`src/rtl/irq_vc_pkg.sv`:
```
// Shared constants of the interrupt vector controller.
// Assumes a 16-slot priority map and byte-wide control registers.
package irq_vc_pkg;
    localparam int REG_W     = 8;
    localparam int NUM_SLOTS = 16;
    localparam int IDX_W     = $clog2(NUM_SLOTS);
    localparam int VEC_W     = 16;
    localparam logic [VEC_W-1:0] VEC_BASE = 16'hFFE0;

    // Slot numbers (slot number equals priority)
    localparam int SLOT_RST = 15;
    localparam int SLOT_NMI = 14;
    localparam int SLOT_WDT = 10;
    localparam int SLOT_RX  = 9;
    localparam int SLOT_TX  = 8;
    localparam logic [NUM_SLOTS-1:0] PERIPH_MASK = 16'h38FF;

    // Bit positions shared by the enable and flag registers
    localparam int B_TX   = 7;
    localparam int B_RX   = 6;
    localparam int B_ACCV = 5;
    localparam int B_NMI  = 4;
    localparam int B_OSC  = 1;
    localparam int B_WDT  = 0;

    localparam logic [REG_W-1:0] EN_MASK  = 8'hF3;
    localparam logic [REG_W-1:0] FLG_MASK = 8'hD3;
    localparam logic [REG_W-1:0] FLG_RST  = 8'h82;

    localparam int ADDR_W = 2;
    localparam logic [ADDR_W-1:0] REG_EN  = 2'd0;
    localparam logic [ADDR_W-1:0] REG_FLG = 2'd1;
endpackage

```
`src/rtl/irq_slot_map.sv`:
```
// Maps register state and request lines onto the sixteen priority slots.
// Assumes en_q/flg_q hold only implemented bits. Purely combinational.
module irq_slot_map
    import irq_vc_pkg::*;
(
    input  logic [REG_W-1:0]     en_q,
    input  logic [REG_W-1:0]     flg_q,
    input  logic                 rst_pend,
    input  logic                 gie,
    input  logic                 wdt_rst_mode,
    input  logic                 flash_viol,
    input  logic [NUM_SLOTS-1:0] periph_req,
    output logic [2:0]           nmi_src,
    output logic [NUM_SLOTS-1:0] slot_req
);
    logic [NUM_SLOTS-1:0] periph_lvl;

    // Contributors to the shared non-maskable slot: pin, oscillator, flash
    assign nmi_src[0] = en_q[B_NMI] & flg_q[B_NMI];
    assign nmi_src[1] = en_q[B_OSC] & flg_q[B_OSC];
    assign nmi_src[2] = en_q[B_ACCV] & flash_viol;

    // Outside peripheral levels, masked to the slots they may use
    assign periph_lvl = {NUM_SLOTS{gie}} & periph_req & PERIPH_MASK;

    genvar s;
    for (s = 0; s < NUM_SLOTS; s++) begin : g_slot
        if (s == SLOT_RST) begin : g_rst
            assign slot_req[s] = rst_pend | periph_lvl[s];
        end else if (s == SLOT_NMI) begin : g_nmi
            assign slot_req[s] = (|nmi_src) | periph_lvl[s];
        end else if (s == SLOT_WDT) begin : g_wdt
            assign slot_req[s] = (gie & ~wdt_rst_mode & en_q[B_WDT] & flg_q[B_WDT])
                                 | periph_lvl[s];
        end else if (s == SLOT_RX) begin : g_rx
            assign slot_req[s] = (gie & en_q[B_RX] & flg_q[B_RX]) | periph_lvl[s];
        end else if (s == SLOT_TX) begin : g_tx
            assign slot_req[s] = (gie & en_q[B_TX] & flg_q[B_TX]) | periph_lvl[s];
        end else begin : g_per
            assign slot_req[s] = periph_lvl[s];
        end
    end
endmodule

```
`src/rtl/irq_prio_enc.sv`:
```
// Picks the highest pending slot and forms its vector word address.
// Assumes slot_req is valid each cycle; output is combinational.
module irq_prio_enc
    import irq_vc_pkg::*;
(
    input  logic                 clk,
    input  logic                 live,
    input  logic [NUM_SLOTS-1:0] slot_req,
    output logic                 req,
    output logic [IDX_W-1:0]     idx,
    output logic [VEC_W-1:0]     vec
);
    // Scan upward so the highest pending slot is the last one kept
    always_comb begin
        req = 1'b0;
        idx = '0;
        for (int k = 0; k < NUM_SLOTS; k++) begin
            if (slot_req[k]) begin
                req = 1'b1;
                idx = IDX_W'(k);
            end
        end
    end

    // Vector word address grows by two bytes per priority step
    assign vec = VEC_BASE + (VEC_W'(idx) << 1);


    top_slot_wins_chk: assert property (@(posedge clk) disable iff (!live)
        req |-> ((slot_req >> idx) == NUM_SLOTS'(1)));
endmodule

```
`src/rtl/irq_flag_regs.sv`:
```
// Enable and flag registers, the reset-slot latch, and acknowledge side effects.
// Assumes irq_ack is only pulsed while a request is shown, with ack_idx the shown slot.
module irq_flag_regs
    import irq_vc_pkg::*;
(
    input  logic              clk,
    input  logic              por_n,
    input  logic              pinrst_n,
    input  logic              rst_n,
    input  logic [ADDR_W-1:0] bus_addr,
    input  logic              bus_wr,
    input  logic [REG_W-1:0]  bus_wdata,
    output logic [REG_W-1:0]  bus_rdata,
    input  logic              wdt_rst_mode,
    input  logic              wdt_ovf_ev,
    input  logic              wdt_key_ev,
    input  logic              nmi_pin_ev,
    input  logic              osc_fault_ev,
    input  logic              ser_rx_ev,
    input  logic              ser_tx_ev,
    input  logic [2:0]        nmi_src,
    input  logic              irq_ack,
    input  logic [IDX_W-1:0]  ack_idx,
    output logic [REG_W-1:0]  en_q,
    output logic [REG_W-1:0]  flg_q,
    output logic              rst_pend
);
    logic             hard_rst, sys_rst, wr_en, wr_flg, armed;
    logic             ack_rst, ack_nmi;
    logic [REG_W-1:0] hw_set, ack_clr, en_clr, en_nxt, flg_nxt;

    assign hard_rst = !por_n || !pinrst_n;
    assign sys_rst  = hard_rst || !rst_n;
    assign wr_en    = bus_wr && (bus_addr == REG_EN);
    assign wr_flg   = bus_wr && (bus_addr == REG_FLG);
    assign ack_rst  = irq_ack && (ack_idx == IDX_W'(SLOT_RST));
    assign ack_nmi  = irq_ack && (ack_idx == IDX_W'(SLOT_NMI));

    // Hardware set events per flag bit
    always_comb begin
        hw_set         = '0;
        hw_set[B_TX]   = ser_tx_ev;
        hw_set[B_RX]   = ser_rx_ev;
        hw_set[B_NMI]  = nmi_pin_ev;
        hw_set[B_OSC]  = osc_fault_ev;
        hw_set[B_WDT]  = wdt_ovf_ev || wdt_key_ev;
    end

    // Flags auto-cleared by acknowledging a single-source slot
    always_comb begin
        ack_clr        = '0;
        ack_clr[B_WDT] = irq_ack && (ack_idx == IDX_W'(SLOT_WDT));
        ack_clr[B_RX]  = irq_ack && (ack_idx == IDX_W'(SLOT_RX));
        ack_clr[B_TX]  = irq_ack && (ack_idx == IDX_W'(SLOT_TX));
    end

    // Enables disarmed by an NMI-slot acknowledge, one per contributing source
    always_comb begin
        en_clr         = '0;
        en_clr[B_NMI]  = ack_nmi && nmi_src[0];
        en_clr[B_OSC]  = ack_nmi && nmi_src[1];
        en_clr[B_ACCV] = ack_nmi && nmi_src[2];
    end

    // Next-state: software write, then hardware set, then acknowledge clear
    assign en_nxt  = wr_en  ? (bus_wdata & EN_MASK)  : (en_q & ~en_clr);
    assign flg_nxt = wr_flg ? (bus_wdata & FLG_MASK)
                            : ((hw_set | (flg_q & ~ack_clr)) & FLG_MASK);

    // Enable register update
    always_ff @(posedge clk) begin
        if (sys_rst) en_q <= '0;
        else         en_q <= en_nxt;
    end

    // Flag register update; watchdog flag survives a soft reset
    always_ff @(posedge clk) begin
        if (sys_rst) begin
            flg_q <= FLG_RST;
            if (!hard_rst) flg_q[B_WDT] <= flg_q[B_WDT];
        end else begin
            flg_q <= flg_nxt;
        end
    end

    // Reset-slot latch: armed by any reset and by watchdog reset causes
    always_ff @(posedge clk) begin
        if (sys_rst)                                     rst_pend <= 1'b1;
        else if ((wdt_ovf_ev && wdt_rst_mode) || wdt_key_ev) rst_pend <= 1'b1;
        else if (ack_rst)                                rst_pend <= 1'b0;
    end

    // Register readback; unimplemented addresses read zero
    always_comb begin
        case (bus_addr)
            REG_EN:  bus_rdata = en_q;
            REG_FLG: bus_rdata = flg_q;
            default: bus_rdata = '0;
        endcase
    end

    // Checker arming after the first cycle out of power-on reset
    always_ff @(posedge clk) begin
        if (!por_n) armed <= 1'b0;
        else        armed <= 1'b1;
    end


    sw_write_wins_chk: assert property (@(posedge clk) disable iff (sys_rst)
        wr_flg |=> (flg_q == ($past(bus_wdata) & FLG_MASK)));


    nmi_ack_disarm_chk: assert property (@(posedge clk) disable iff (sys_rst)
        (ack_nmi && !wr_en && en_q[B_NMI] && flg_q[B_NMI]) |=> !en_q[B_NMI]);


    wdt_flag_keep_chk: assert property (@(posedge clk) disable iff (!por_n || !armed)
        (!rst_n && pinrst_n) |=> (flg_q[B_WDT] == $past(flg_q[B_WDT])));


    rst_slot_arm_chk: assert property (@(posedge clk) disable iff (sys_rst)
        ((wdt_ovf_ev && wdt_rst_mode) || wdt_key_ev) |=> rst_pend);
endmodule

```
`src/rtl/irq_vector_ctrl.sv`:
```
// Top of the prioritized interrupt vector controller.
// Assumes the CPU pulses irq_ack for one cycle while irq_req is high.
module irq_vector_ctrl
    import irq_vc_pkg::*;
(
    input  logic                 clk,
    input  logic                 por_n,
    input  logic                 pinrst_n,
    input  logic                 rst_n,
    input  logic [ADDR_W-1:0]    bus_addr,
    input  logic                 bus_wr,
    input  logic [REG_W-1:0]     bus_wdata,
    output logic [REG_W-1:0]     bus_rdata,
    input  logic                 gie,
    input  logic                 wdt_rst_mode,
    input  logic                 wdt_ovf_ev,
    input  logic                 wdt_key_ev,
    input  logic                 nmi_pin_ev,
    input  logic                 osc_fault_ev,
    input  logic                 flash_viol,
    input  logic                 ser_rx_ev,
    input  logic                 ser_tx_ev,
    input  logic [NUM_SLOTS-1:0] periph_req,
    output logic                 irq_req,
    output logic [VEC_W-1:0]     irq_vec,
    output logic [IDX_W-1:0]     irq_idx,
    input  logic                 irq_ack
);
    logic [REG_W-1:0]     en_q, flg_q;
    logic                 rst_pend, live;
    logic [2:0]           nmi_src;
    logic [NUM_SLOTS-1:0] slot_req;

    assign live = por_n && pinrst_n && rst_n;

    irq_flag_regs u_regs (
        .clk(clk), .por_n(por_n), .pinrst_n(pinrst_n), .rst_n(rst_n),
        .bus_addr(bus_addr), .bus_wr(bus_wr), .bus_wdata(bus_wdata),
        .bus_rdata(bus_rdata), .wdt_rst_mode(wdt_rst_mode),
        .wdt_ovf_ev(wdt_ovf_ev), .wdt_key_ev(wdt_key_ev),
        .nmi_pin_ev(nmi_pin_ev), .osc_fault_ev(osc_fault_ev),
        .ser_rx_ev(ser_rx_ev), .ser_tx_ev(ser_tx_ev), .nmi_src(nmi_src),
        .irq_ack(irq_ack), .ack_idx(irq_idx),
        .en_q(en_q), .flg_q(flg_q), .rst_pend(rst_pend)
    );

    irq_slot_map u_map (
        .en_q(en_q), .flg_q(flg_q), .rst_pend(rst_pend), .gie(gie),
        .wdt_rst_mode(wdt_rst_mode), .flash_viol(flash_viol),
        .periph_req(periph_req), .nmi_src(nmi_src), .slot_req(slot_req)
    );

    irq_prio_enc u_prio (
        .clk(clk), .live(live), .slot_req(slot_req),
        .req(irq_req), .idx(irq_idx), .vec(irq_vec)
    );


    gie_gate_chk: assert property (@(posedge clk) disable iff (!live)
        !gie |-> (!irq_req || (irq_idx >= IDX_W'(SLOT_NMI))));
endmodule

```
`config.mk`:
```
export PLATFORM = sky130hd
export DESIGN_NAME = irq_vector_ctrl
export DESIGN_NICKNAME = d
export VERILOG_FILES = /design/src/rtl/irq_vc_pkg.sv /design/src/rtl/irq_slot_map.sv /design/src/rtl/irq_prio_enc.sv /design/src/rtl/irq_flag_regs.sv /design/src/rtl/irq_vector_ctrl.sv
export SDC_FILE = /design/constraint.sdc
export NUM_CORES = 1
export LEC_CHECK = 0
export BUFFER_PORTS_ARGS = -buffer_cell sky130_fd_sc_hd__buf_2
export CORE_MARGIN = 8
export CORE_UTILIZATION = 41
export DETAILED_ROUTE_END_ITERATION = 12
export HOLD_SLACK_MARGIN = 0.06
export PLACE_DENSITY = 0.8
export SLEW_MARGIN = 20
export SYNTH_ARGS = -nofsm -noshare
export SYNTH_HDL_FRONTEND = slang
export SYNTH_SLANG_ARGS = --single-unit
```
`constraint.sdc`:
```
create_clock -name clk -period 2.1 [get_ports clk]
set_clock_uncertainty 0.2 [all_clocks]
set_input_delay 0.315 -clock clk [delete_from_list [all_inputs] [get_ports clk]]
set_output_delay 0.315 -clock clk [all_outputs]
set_load 0.1 [all_outputs]
```
* After elaboration in Yosys (flattened, before gate mapping)
Cells that the tools add are included.
W data, S select, Z words.
** Word-level totals
- Word-level logic and storage cells :: 88
- Input port bits :: 41
- Register bits after elaboration :: 17
- Output and inout bits :: 29
** Cells by class
- Reduce and logical (&&, ||, !) cells :: 22
- Multiplexer cells :: 36
- Equal/unequal tests :: 7
- Add/sub/neg operators :: 1
- Bitwise gates (word level) :: 17
** Operators with widths (count)
- $mux W4 :: 8
- $eq A4 B4 Y1 const B :: 5
- $mux W1 :: 19
- $and A8 B8 Y8 :: 2
- $mux W8 :: 2
- $pmux W8 S2 :: 1
- $and A14 B14 Y14 :: 1
- $mux W3 :: 4
- $logic_and A1 B1 Y1 :: 11
- $and A1 B1 Y1 :: 10
- $not A6 Y8 :: 1
- $not A8 Y8 :: 1
- $or A8 B8 Y8 :: 1
- $add A6 B6 Y7 const A :: 1
- $logic_or A1 B1 Y1 :: 4
- $mux W2 :: 2
- $reduce_or A2 Y1 :: 2
- $logic_not A1 Y1 :: 3
- $reduce_or A3 Y1 :: 1
- $eq A2 B1 Y1 const B :: 1
- $logic_not A2 Y1 :: 1
- $ne A2 B1 Y1 const B :: 1
- $not A1 Y1 :: 1

* Depth between registers and ports, before layout
Gate-level depths: netlist (run 1).
- Word-level depth :: 23
- Depth in mapped cells :: 7
- Gate-level depth less buffers :: 5

* Cells and area by module
Synthesis (run 1) repeated with hierarchy kept, for this count alone.
** Second synthesis, totals
- Cell total of the unflattened synthesis :: 148
- Area, all modules :: 1139.8 µm²
** Modules (own cells, without submodules)
- irq_flag_regs :: cells an instance 79, instances 1, seq. area each 250.2 µm², area an instance 706.9 µm²
- irq_prio_enc :: cells an instance 47, instances 1, seq. area each 0.0 µm², area an instance 289.0 µm²
- irq_slot_map :: cells an instance 21, instances 1, seq. area each 0.0 µm², area an instance 137.6 µm²
- irq_vector_ctrl :: cells an instance 1, instances 1, seq. area each 0.0 µm², area an instance 6.3 µm²

* Worst setup path before layout (run 1)
OpenSTA, ideal clock, no wires.
- Path kind :: register to output
- Start :: reg u_regs.flg_q[4]
- End :: out irq_vec[1]
- Data arrival time :: 3.072 ns
- Path buffers :: 1
- Cell stages (with the launch flop) :: 5
- Required time :: 1.585 ns
- Path slack :: -1.487 ns
- Cells stage by stage :: dfxtp_1 a222oi_1 a21oi_1 a31oi_1 buf_4
** On the way
- Longest elaborated chain between the ends :: 5
** RTL lines
- from (decl) :: RTL line irq_flag_regs.sv:25 : output logic [REG_W-1:0] flg_q,
- from (signal, indexed assignment) :: RTL line irq_flag_regs.sv:80 : if (!hard_rst) flg_q[B_WDT] <= flg_q[B_WDT];
- from (signal assigned) :: RTL line irq_flag_regs.sv:82 : flg_q <= flg_nxt;
- $and A1 B1 Y1 :: RTL line irq_slot_map.sv:19 : assign nmi_src[0] = en_q[B_NMI] & flg_q[B_NMI];
- $reduce_or A3 Y1 :: RTL line irq_slot_map.sv:31 : assign slot_req[s] = (|nmi_src) | periph_lvl[s];
- $mux W4 (2 in series) :: RTL line irq_prio_enc.sv:18 : if (slot_req[k]) begin
- named net irq_idx[0] :: RTL line irq_vector_ctrl.sv:26 : output logic [IDX_W-1:0] irq_idx,
- $add A6 B6 Y7 :: RTL line irq_prio_enc.sv:26 : assign vec = VEC_BASE + (VEC_W'(idx) << 1);
- to (decl) :: RTL line irq_vector_ctrl.sv:25 : output logic [VEC_W-1:0] irq_vec,
The timed path passes the listed nets, and every way through them passes these cells.

* Worst setup path after layout (run 1)
- Start :: reg u_regs.flg_q[4]
- End :: out irq_req
** On the way
- Longest elaborated chain between the ends :: 4
** RTL lines
- $and A1 B1 Y1 :: RTL line irq_slot_map.sv:19
- $reduce_or A3 Y1 :: RTL line irq_slot_map.sv:31
- $mux W1 (2 in series) :: RTL line irq_prio_enc.sv:18
- to (decl) :: RTL line irq_vector_ctrl.sv:24 : output logic irq_req,
No other way between the ends.

==> flow_summary.json, run 1 <==
{
  "die_w_um": 65.5,
  "hpwl_um": 2390,
  "timing.final.max_slew_violations": 0,
  "layout_common_cells": "buf_2, nand2_1, buf_4",
  "critPathKind": "reg2out",
  "ys_seq_elements": 12,
  "clockBufferDepth": 2,
  "synthDistinctLibCells": 40,
  "track_usage": 0.145,
  "fin_crit_sh": 1.11,
  "failed_checks": "negative setup slack",
  "num_vias": 1163,
  "portBuffers": 48,
  "p_leak_nw": 0.706,
  "period_minus_slack_ps": 2330,
  "ff2ff_setup_slack_ps": 110,
  "grt_setup_unrepaired": "true",
  "drc": 0,
  "peakVddDrop_uv": 406,
  "post-route-util": 0.642,
  "grt_max_degree": 14,
  "worstPathRequired_ps": 1580,
  "chipHeight_um": 65.5,
  "maxCapViolations": 0,
  "initial_utilization": 0.417,
  "cts_tree": "done",
  "antenna_found_initial": 0,
  "htreeDepth": 1,
  "ys_seq_area_frac": 0.249,
  "ys.flop_type": "dfxtp_1",
  "routabilityCongestion": 0.757,
  "overflow": 0,
  "regToRegEndpoint": "u_regs.flg_q[0]",
  "setup_viol": 9,
  "clock.fmax_mhz": 429,
  "fp-row-count": 18,
  "hold_ws_ps": 70.0,
  "final_common_cell": "buf_2",
  "avgSynthCellArea_um2": 7.19,
  "r2r_cells": 8,
  "cts_root_buf": "clkbuf_4",
  "synth_edf_count": 1,
  "numCtsBuffers": 3,
  "clk_pin_slew_ps": 70,
  "synthArstFlopShare": 0,
  "antenna_cells": 0,
  "yosys_warnings": 0,
  "pin_count": 70,
  "clock_latency_ps": 280,
  "finalWorstSetupSlack_ps": -233,
  "worst_ep_arrival_time_ps": 1820,
  "cts_sinks": 12,
  "worstHoldStart": "bus_wdata[1]",
  "layout.cells.non_filler": 228,
  "status": "finished, violations left",
  "antenna_left": 0,
  "hold_viol": 0,
  "final_layout_size_suffix_gt1_frac": 0.439,
  "worst_setup_path_end_kind": "output port",
  "place_inst": 222,
  "hold-path-cell-count": 3,
  "rr_startpoint": "u_regs.flg_q[4]",
  "min_to": "u_regs.flg_q[1]",
  "synthCells": 140,
  "cp-start-kind": "flop",
  "worstPathMaxFanout": 2,
  "postPlaceCellArea_um2": 1380,
  "synth_area_um2": 1010,
  "max-slew-margin-rel": 0.667,
  "core-area_um2": 2410,
  "vias_per_cell": 5.10,
  "routed_wl_um": 3180,
  "min_path_type": "in2reg",
  "grt_pass1_wl_um": 4940,
  "area_growth_pct": 53.9,
  "drtIter0Drc": 40,
  "worstMarginPinSlew_ps": 493,
  "final_nets": 240,
  "design_area_um2": 1550,
  "powerDensity_nw_per_um2": 450,
  "setup-tns-final_ps": -1470,
  "grt_pass1_vias": 1105,
  "dieArea_um2": 4290,
  "routedWlPerCell_um": 13.9,
  "drt_first_pass_iters": 4
}
layout make-up:
| cell class | count | area (um2) |
|---|---|---|
| Clock buffer | 4 | 36.3 |
| Fill cell | 195 | 862 |
| Inverter | 3 | 11.3 |
| Multi-Input combinational cell | 113 | 703 |
| Sequential cell | 12 | 251 |
| Tap cell | 30 | 37.5 |
| Timing Repair Buffer | 66 | 508 |
logic make-up after synthesis:
| family | count (synthesis) | synth area share |
|---|---|---|
| AOI/OAI and AO/OA | 31 | 0.206 |
| buffers and inverters | 27 | 0.178 |
| DFF | 12 | 0.249 |
| muxes | 5 | 0.0498 |
| other | 2 | 0.00747 |
| and+or+nand+nor | 63 | 0.310 |
cell usage after synthesis (2+ instances only):
master,number,area (um2)
conb_1,2,7.51
nand3b_1,4,30.0
o41ai_1,2,17.5
mux2i_1,5,50.1
buf_2,2,10.0
nor3_1,2,10.0
nand3_1,6,30.0
a21oi_1,7,35.0
nor3b_1,2,15.0
o21ai_0,3,15.0
o21ai_1,4,20.0
nand2b_1,4,25.0
nand2_1,22,82.6
dfxtp_1,11,220
clkbuf_1,3,11.3
inv_1,2,7.51
buf_4,18,135
nor2_1,16,60.1
a31oi_1,2,12.5
a211oi_1,3,22.5
sequential cells by signal (all words and copies together) (netlist names):
signal	cells
u_regs.rst_pend	1
u_regs.flg_q	5
u_regs.en_q	6
report_power, final:
| group | internal [W] | switching (W) | leakage, nW |
|---|---|---|---|
| combinational | 0.0000646 | 0.000210 | 0.584 |
| clock | 0.000106 | 0.0000785 | 0.0210 |
| sequential | 0.000234 | 0.00000281 | 0.101 |
| total | 0.000404 | 0.000291 | 0.706 |
layer usage:
metal / GRT usage / vias up / wire length [um]
met5: 0 / - / 0
met4: 0.0654 / 0 / 65
met3: 0.0340 / 6 / 154
met2: 0.255 / 40 / 1660
met1: 0.161 / 540 / 1290
li1: - / 577 / -
how the worst max path moves through the flow:
stage / start / to / slack [ps] / depth (start not counted)
after detailed placement: flash_viol / irq_req / -20 / 8
after CTS: u_regs.flg_q[4] / irq_req / -220 / 7
after floorplan: u_regs.en_q[4] / irq_req / -700 / 5
after global placement: flash_viol / irq_req / -2 / 8
final: u_regs.flg_q[4] / irq_req / -230 / 7
after global routing: u_regs.flg_q[4] / irq_req / -330 / 7
per-stage QoR:
step                      power [W]  setup slack, ps
after floorplan            0.000466             -700
after global placement     0.000505            -2.03
after detailed placement   0.000506            -22.2
after CTS                  0.000690             -217
after global routing       0.000725             -331
final                      0.000696             -233
what timing repair did:
item	in CTS	in global routing
gates resized for setup	27	4
hold buffers	1	0
pin swaps	1	0
buffers inserted	1	0
endpoints found under the setup margin	9	9
hold endpoints to repair	1	0
critical path, cell delays in order (launching register included):
cell      delay [ps]
dfxtp_2          320
a222oi_1         360
buf_4            200
nand2_4           60
nor2_4           120
nand3_4           80
nand3b_1         180
buf_6            210
No activity file was read; power rests on OpenSTA's default activity.
==> inputs of run 2 (changes only) <==
Settings changed: PLACE_DENSITY 0.8 to 0.88.
==> run 2 against run 1 <==
Effect of this change:
- sequential share of layout area decreased by 0.48 points
- critical endpoint unchanged
- wire length increased by 10%
- sequential cell count unchanged
- first-iteration DRC count increased by 55%
- critical path depth unchanged
- global-route usage increased by 0.41 points
- clock power about the same
- non-clock buffer count increased by 4
- utilization increased by 2.0 points
- the run still ends with negative setup slack left
- via count increased by 3.2%
- count of clock-buffer cells in the layout unchanged
==> flow_summary.json, run 2 (synthesized netlist as in run 1, its figures left out) <==
{
  "postPlaceCellArea_um2": 1400,
  "pin_count": 70,
  "post-route-util": 0.662,
  "critPathKind": "reg2out",
  "portBuffers": 48,
  "pre_cts_slack_ps": -11.0,
  "htreeDepth": 1,
  "core-area_um2": 2410,
  "grt_setup_unrepaired": "true",
  "layout_common_cells": "buf_2, nand2_1, buf_4",
  "worstPathRequired_ps": 1580,
  "grt_pass1_wl_um": 5060,
  "antenna_cells": 0,
  "worst_ep_arrival_time_ps": 1840,
  "antenna_left": 0,
  "cts_tree": "done",
  "grt_pass1_vias": 1134,
  "grt_max_degree": 10,
  "worstPathMaxFanout": 2,
  "drtIter0Drc": 62,
  "setup_viol": 11,
  "cts_root_buf": "clkbuf_4",
  "top_regs": "u_regs.en_q: 6 flops, u_regs.flg_q: 5 flops, u_regs.rst_pend: 1 flops",
  "powerDensity_nw_per_um2": 441,
  "hpwl_um": 2460,
  "failed_checks": "negative setup slack",
  "hold_viol": 0,
  "peakVddDrop_uv": 516,
  "finalWorstSetupSlack_ps": -259,
  "largest_register_ffs": 6,
  "fin_crit_sh": 1.12,
  "overflow": 0,
  "routedWlPerCell_um": 15.1,
  "clock.fmax_mhz": 424,
  "final_nets": 244,
  "place_inst": 224,
  "clockBufferDepth": 2,
  "final_layout_size_suffix_gt1_frac": 0.460,
  "status": "finished, violations left",
  "num_vias": 1200,
  "drt_first_pass_iters": 4,
  "worst_setup_path_end_kind": "output port",
  "ctsHoldBuffers": 0,
  "layout.cells.non_filler": 232,
  "antenna_found_initial": 0,
  "clk_pin_slew_ps": 80,
  "cp-start-kind": "flop",
  "design_area_um2": 1600,
  "routed_wl_um": 3510,
  "dieArea_um2": 4290,
  "die_w_um": 65.5,
  "total_power_w": 0.000704,
  "drc": 0,
  "cts_sinks": 12,
  "numCtsBuffers": 3,
  "vias_per_cell": 5.17,
  "track_usage": 0.149,
  "p_leak_nw": 0.727,
  "initial_utilization": 0.417,
  "maxCapViolations": 0,
  "chipHeight_um": 65.5,
  "area_growth_pct": 58.6,
  "routabilityCongestion": 0.800,
  "clock_latency_ps": 270,
  "timing.final.max_slew_violations": 0,
  "largest-register": "u_regs.en_q",
  "final_common_cell": "buf_2",
  "fp-row-count": 18,
  "min_path_type": "in2reg",
  "period_minus_slack_ps": 2360
}
[run 2: final cells by class]
cell class / instances / area, um2
clock buffer: 4 / 36.3
inverter: 3 / 11.3
timing repair buffer: 70 / 539
fill: 191 / 815
tap: 30 / 37.5
sequential: 12 / 251
multi-input combinational: 113 / 719
[run 2: power breakdown]
part           switching, W  internal (W)
clock             0.0000763      0.000105
sequential       0.00000311      0.000234
combinational      0.000216     0.0000688
[run 2: worst paths after layout]
| kind | endpoint | depth (start not counted) | from | slack [ps] |
|---|---|---|---|---|
| max | irq_req | 7 | u_regs.en_q[4] | -260 |
| min | u_regs.rst_pend | 2 | wdt_key_ev | 70 |
| max reg2reg | u_regs.flg_q[0] | 9 | u_regs.en_q[4] | -30 |
| min reg2reg | u_regs.en_q[0] | 2 | u_regs.en_q[0] | 280 |
[run 2: metrics by stage]
step                      hold slack (ps)  setup TNS (ps)
after floorplan                       219           -1950
after global placement                258           -7.09
after detailed placement              265           -11.0
after CTS                            62.2           -1240
after global routing                 62.7           -2140
final                                69.7           -1780
[run 2: what timing repair did]
item | in CTS | in global routing
setup endpoints to repair | 9 | 9
resized for setup | 29 | 6
endpoints found under the hold margin | 0 | 0
setup buffers | 1 | 3
gates cloned | 0 | 0
pin swaps | 0 | 1
[run 2: critical path, cell delays in order, from the launching register on]
cell and delay [ps]:
dfxtp_2 320, a222oi_1 360, buf_4 200, nand2_4 60, nor2_4 130, nand3_4 80
nand3b_1 190, buf_6 210
[run 2: layer usage]
metal,track usage,part of all wire,vias up
li1,-,-,580
met1,0.182,0.40,554
met2,0.235,0.49,57
met3,0.0391,0.082,9
met4,0.0763,0.030,0
met5,0,0,-
